`config.mk`:
```
export PLATFORM = sky130hd
export DESIGN_NAME = toggle_obs_mux
export DESIGN_NICKNAME = d
export VERILOG_FILES = /design/src/rtl/obs_pkg.sv /design/src/rtl/obs_sync.sv /design/src/rtl/obs_ctrl.sv /design/src/rtl/obs_datapath.sv /design/src/rtl/toggle_obs_mux.sv
export SDC_FILE = /design/constraint.sdc
export NUM_CORES = 1
export LEC_CHECK = 0
export ABC_AREA = 1
export BUFFER_PORTS_ARGS = -buffer_cell sky130_fd_sc_hd__buf_2
export CAP_MARGIN = 20
export CORE_MARGIN = 2
export CORE_UTILIZATION = 40
export DETAILED_ROUTE_END_ITERATION = 12
export GPL_TIMING_DRIVEN = 1
export PLACE_DENSITY = 0.78
export RECOVER_POWER = 50
export SETUP_SLACK_MARGIN = 0.1
export SYNTH_ARGS = -nofsm -noshare
export SYNTH_HDL_FRONTEND = slang
export SYNTH_SLANG_ARGS = --single-unit
```
`constraint.sdc`:
```
create_clock -name clk -period 1.2 [get_ports clk]
set_input_delay 0.06 -clock clk [delete_from_list [all_inputs] [get_ports clk]]
set_output_delay 0.06 -clock clk [all_outputs]
set_load 0.01 [all_outputs]
```
`src/rtl/obs_pkg.sv`:
```
package obs_pkg;
  // Strobes handed from the control side to the datapath.
  typedef struct packed {
    logic advance;
  } obsCtrl_t;
endpackage

```
`src/rtl/obs_sync.sv`:
```
module obs_sync #(
  parameter int STAGES = 2
) (
  input  logic clk,
  input  logic rstN,
  input  logic asyncIn,
  output logic syncOut
);
  logic [STAGES-1:0] chain;

  always_ff @(posedge clk or negedge rstN) begin
    if (!rstN) chain <= '0;
    else       chain <= {chain[STAGES-2:0], asyncIn};
  end

  assign syncOut = chain[STAGES-1];
endmodule

```
`src/rtl/obs_ctrl.sv`:
```
module obs_ctrl
  import obs_pkg::*;
#(
  parameter int SYNC_STAGES = 2
) (
  input  logic     clk,
  input  logic     rstN,
  input  logic     stepPin,
  output obsCtrl_t ctrl
);
  logic syncLevel;
  logic lastLevel;

  obs_sync #(.STAGES(SYNC_STAGES)) u_sync (
    .clk    (clk),
    .rstN   (rstN),
    .asyncIn(stepPin),
    .syncOut(syncLevel)
  );

  // Reference level follows the synchronized pin; a mismatch is one toggle.
  always_ff @(posedge clk or negedge rstN) begin
    if (!rstN) lastLevel <= 1'b0;
    else       lastLevel <= syncLevel;
  end

  always_comb begin
    ctrl         = '0;
    ctrl.advance = syncLevel ^ lastLevel;
  end
endmodule

```
`src/rtl/obs_datapath.sv`:
```
module obs_datapath
  import obs_pkg::*;
#(
  parameter int GROUP_COUNT = 16,
  parameter int GROUP_W     = 6,
  localparam int BUS_W      = GROUP_COUNT * GROUP_W,
  localparam int SEL_W      = (GROUP_COUNT > 1) ? $clog2(GROUP_COUNT) : 1
) (
  input  logic               clk,
  input  logic               rstN,
  input  obsCtrl_t           ctrl,
  input  logic [BUS_W-1:0]   obsBus,
  output logic [SEL_W-1:0]   groupSel,
  output logic [GROUP_W-1:0] obsOut
);
  localparam logic [SEL_W-1:0] LAST_GROUP = SEL_W'(GROUP_COUNT - 1);

  logic [GROUP_W-1:0] slices [GROUP_COUNT];

  for (genvar g = 0; g < GROUP_COUNT; g++) begin : g_slice
    assign slices[g] = obsBus[g*GROUP_W +: GROUP_W];
  end

  always_ff @(posedge clk or negedge rstN) begin
    if (!rstN) begin
      groupSel <= '0;
    end else if (ctrl.advance) begin
      if (groupSel == LAST_GROUP) groupSel <= '0;
      else                        groupSel <= groupSel + 1'b1;
    end
  end

  always_ff @(posedge clk or negedge rstN) begin
    if (!rstN) obsOut <= '0;
    else       obsOut <= slices[groupSel];
  end
endmodule

```
`src/rtl/toggle_obs_mux.sv`:
```
module toggle_obs_mux
  import obs_pkg::*;
#(
  parameter int GROUP_COUNT = 16,
  parameter int GROUP_W     = 6,
  parameter int SYNC_STAGES = 2,
  localparam int BUS_W      = GROUP_COUNT * GROUP_W,
  localparam int SEL_W      = (GROUP_COUNT > 1) ? $clog2(GROUP_COUNT) : 1
) (
  input  logic               clk,
  input  logic               rstN,
  input  logic [BUS_W-1:0]   obsBus,
  input  logic               stepPin,
  output logic [GROUP_W-1:0] obsOut
);
  obsCtrl_t         ctrlStrobes;
  logic [SEL_W-1:0] groupSel;

  obs_ctrl #(.SYNC_STAGES(SYNC_STAGES)) u_ctrl (
    .clk    (clk),
    .rstN   (rstN),
    .stepPin(stepPin),
    .ctrl   (ctrlStrobes)
  );

  obs_datapath #(.GROUP_COUNT(GROUP_COUNT), .GROUP_W(GROUP_W)) u_dp (
    .clk     (clk),
    .rstN    (rstN),
    .ctrl    (ctrlStrobes),
    .obsBus  (obsBus),
    .groupSel(groupSel),
    .obsOut  (obsOut)
  );
endmodule

```
==> metrics <==
Die Height 69.4 um; GRT Util Overall 20.2%; antenna violations before repair 0; flops & latches, synth 13; CTS Sinks 13; Setup crit end kind register; Post-Route WL 4970 um; Pre-antenna DRT Iters 4; Combinational Power Share 73.7%; Cell Rows 23; CP peak stage delay 0.45 ns; GP Congestion 0.858; Post-Synth XOR/XNOR Area 0.512%; main combinational cell family by area after synthesis simple AND/OR/NAND/NOR gates; P per Cell Area 1650 nW/um2; Avg Inst Size Synth 4.93 um2; worst-skew pair later-pin latency 0.25 ns; dpl hpwl 3890 um; sequential area share after synthesis 19.0%; Final ANT Viol Nets 0; CTS root buffer clkbuf_8; minimum clock period 1.23 ns; commonest cells after routing, fill and taps aside nand2_1, buf_2, inv_1, nand3_1; multiplexer share of the synthesized area 0%; outcome finished with violations; Worst EP required 1.33 ns; Worst slew margin 53.4%; final core utilization 63.6%; Switch Pwr 0.00199 W; final setup margin -0.0321 ns; startpoint class of the critical path register; Slew @ Worst Pin 0.698 ns; Seq pwr share 17.2%; Achievable Freq 0.812 GHz; fraction of the mapped netlist area in simple logic gates 52.3%; CTS tree yes; crit path DAT 1.37 ns; Die W 69.4 um; P_leak 1.76 nW; Wirelength per Cell 9.75 um; number of cells on the worst reg-to-reg path 9; Crit path top cell by count nand2_1; area share of fa/ha/maj cells after synthesis 0.732%; I/O Buffers 104; Synth-to-Final Area Change 51.1%; Hold Path Depth 7; largest net degree at the start of global routing 23; Cell Int Power 0.00227 W; final net count 561; Max Root-Sink Buffers 2; pre-CTS setup slack -0.00171 ns; final setup fails 5; layout cell share with drive strength beyond 1 32.2%; Critical Path Fanout Max 8; failing checks negative setup slack; slowest CP cell dfrtp_2; Final Hold Viols 0; I/O pin cnt 105; Distinct cells, synth 15; Net Count, Synth 447; fin. max-slew vios 0; CP Cell Sequence clkinv_4, clkbuf_16, nand2_1, nand3_1, nand2_1, nand2_1, nand2_1, inv_1, nand2_1; Synth Area in Compound Gates 0.878%; grt ovf 0; Setup Crit Path Kind reg2reg; RSZ-0062 raised after global routing yes; first-pass GRT wire length 8310 um; Min-Delay Path Class in2reg; Setup Buffers After CTS 0; Core ar. 4060 um2; Peak supply drop 0.779 mV; Starting Density 42.1%; vias in the first global route 2,029; clk slew on worst S/H paths 0.05 ns; switching share of power 46.7%; TritonCTS buffer count 3; n_diodes 0; Residual DRC 0; Yosys warnings 0; Die Footprint 4810 um2; Final period util 103%; 1st-iter DRT viols 138; cells after synthesis 347; vias per cell 4.47; Post-Route Skew 0.00414 ns; commonest non-fill, non-tap cell in the layout nand2_1; total of max-cap violations 0; Post-Syn Area 1710 um2; Setup TNS -0.100 ns; clock power share 9.1%; htree depth 1; vias 2,282
## timing repair
item / CTS / global route
endpoints found under the setup margin: 10 / 10
gates resized for setup: 1 / 26
hold endpoints to repair: 14 / 0
gates cloned: 0 / 3
pin swaps: 4 / 18
hold buffers: 2 / 0
## routing by layer
metal / share of wire (%) / up-vias / GRT usage (%)
met1: 45 / 947 / 26.5
li1: - / 1229 / -
met5: 0 / - / 0
met4: 1.4 / 0 / 5.45
met2: 46 / 99 / 35.1
met3: 7.5 / 7 / 2.03
## through the flow
stage | hold WS (ns) | area, um2 | std cells | total power [W]
6_report | 0.229 | 2580 | 510 | 0.00426
5_1_grt | 0.284 | 2580 | 510 | 0.00472
4_1_cts | 0.229 | 2430 | 507 | 0.00397
3_5_place_dp | -0.0362 | 2360 | 501 | 0.00356
3_3_place_gp | -0.0362 | 2360 | 501 | 0.00351
2_1_floorplan | -0.236 | 1740 | 347 | 0.00269
## power groups by stage
stage | sequential, W | clock (W) | combinational (W)
2_1_floorplan | 0.000747 | 0 | 0.00195
3_5_place_dp | 0.000726 | 0 | 0.00283
3_3_place_gp | 0.000720 | 0 | 0.00279
6_report | 0.000734 | 0.000389 | 0.00314
5_1_grt | 0.000761 | 0.000418 | 0.00354
4_1_cts | 0.000720 | 0.000399 | 0.00285
## synth_stat cells
library cell / n / area, um2
clkinv_1: 1 / 3.75
ha_1: 1 / 12.5
nor3_1: 1 / 5.00
dfrtp_1: 13 / 325
nor2_1: 3 / 11.3
inv_1: 93 / 349
inv_2: 2 / 7.51
clkbuf_1: 2 / 7.51
nand3_1: 63 / 315
buf_4: 6 / 45.0
o21ai_0: 2 / 10.0
xor2_1: 1 / 8.76
o21ai_1: 1 / 5.00
buf_2: 8 / 40.0
nand2_1: 150 / 563
## final timing paths
path	slack (ns)	startpoint	to
setup / recovery	-0.03	u_dp.groupSel[0]	u_dp.obsOut[2]
min in group asynchronous	0.37	rstN	u_dp.obsOut[1]
hold / removal	0.23	obsBus[2]	u_dp.obsOut[2]
max in group asynchronous	0.34	rstN	u_dp.groupSel[0]
setup reg to reg	-0.03	u_dp.groupSel[0]	u_dp.obsOut[2]
hold reg to reg	0.35	u_ctrl.u_sync.chain[0]	u_ctrl.u_sync.chain[1]
## flip-flops by register name, indices dropped and copies added (netlist names)
signal / flops
u_dp.obsOut: 6
u_dp.groupSel: 4
u_ctrl.u_sync.chain: 2
u_ctrl.lastLevel: 1
## layout make-up
type | instances | area [um2]
Clock buffer | 4 | 45.0
Inverter | 96 | 365
Sequential cell | 13 | 327
Tap cell | 50 | 62.6
Fill cell | 385 | 1480
Multi-Input combinational cell | 222 | 1000
Timing Repair Buffer | 125 | 783
## logic make-up (layout without fill, tap and decap cells)
logic type,after synthesis,after routing
XOR/XNOR,1,1
flip-flops,13,13
adder cells (fa/ha/maj),1,1
buffers and inverters,112,225
AND/OR/NAND/NOR,217,217
AO/OA/AOI/OAI,3,3
## worst max-delay path: cells and delay by family, from the launching register on
family / cells / cell delay, ns
flops: 1 / 0.45
buf+inv: 3 / 0.36
simple gates: 6 / 0.31
Power figures use the tool's default switching activity.
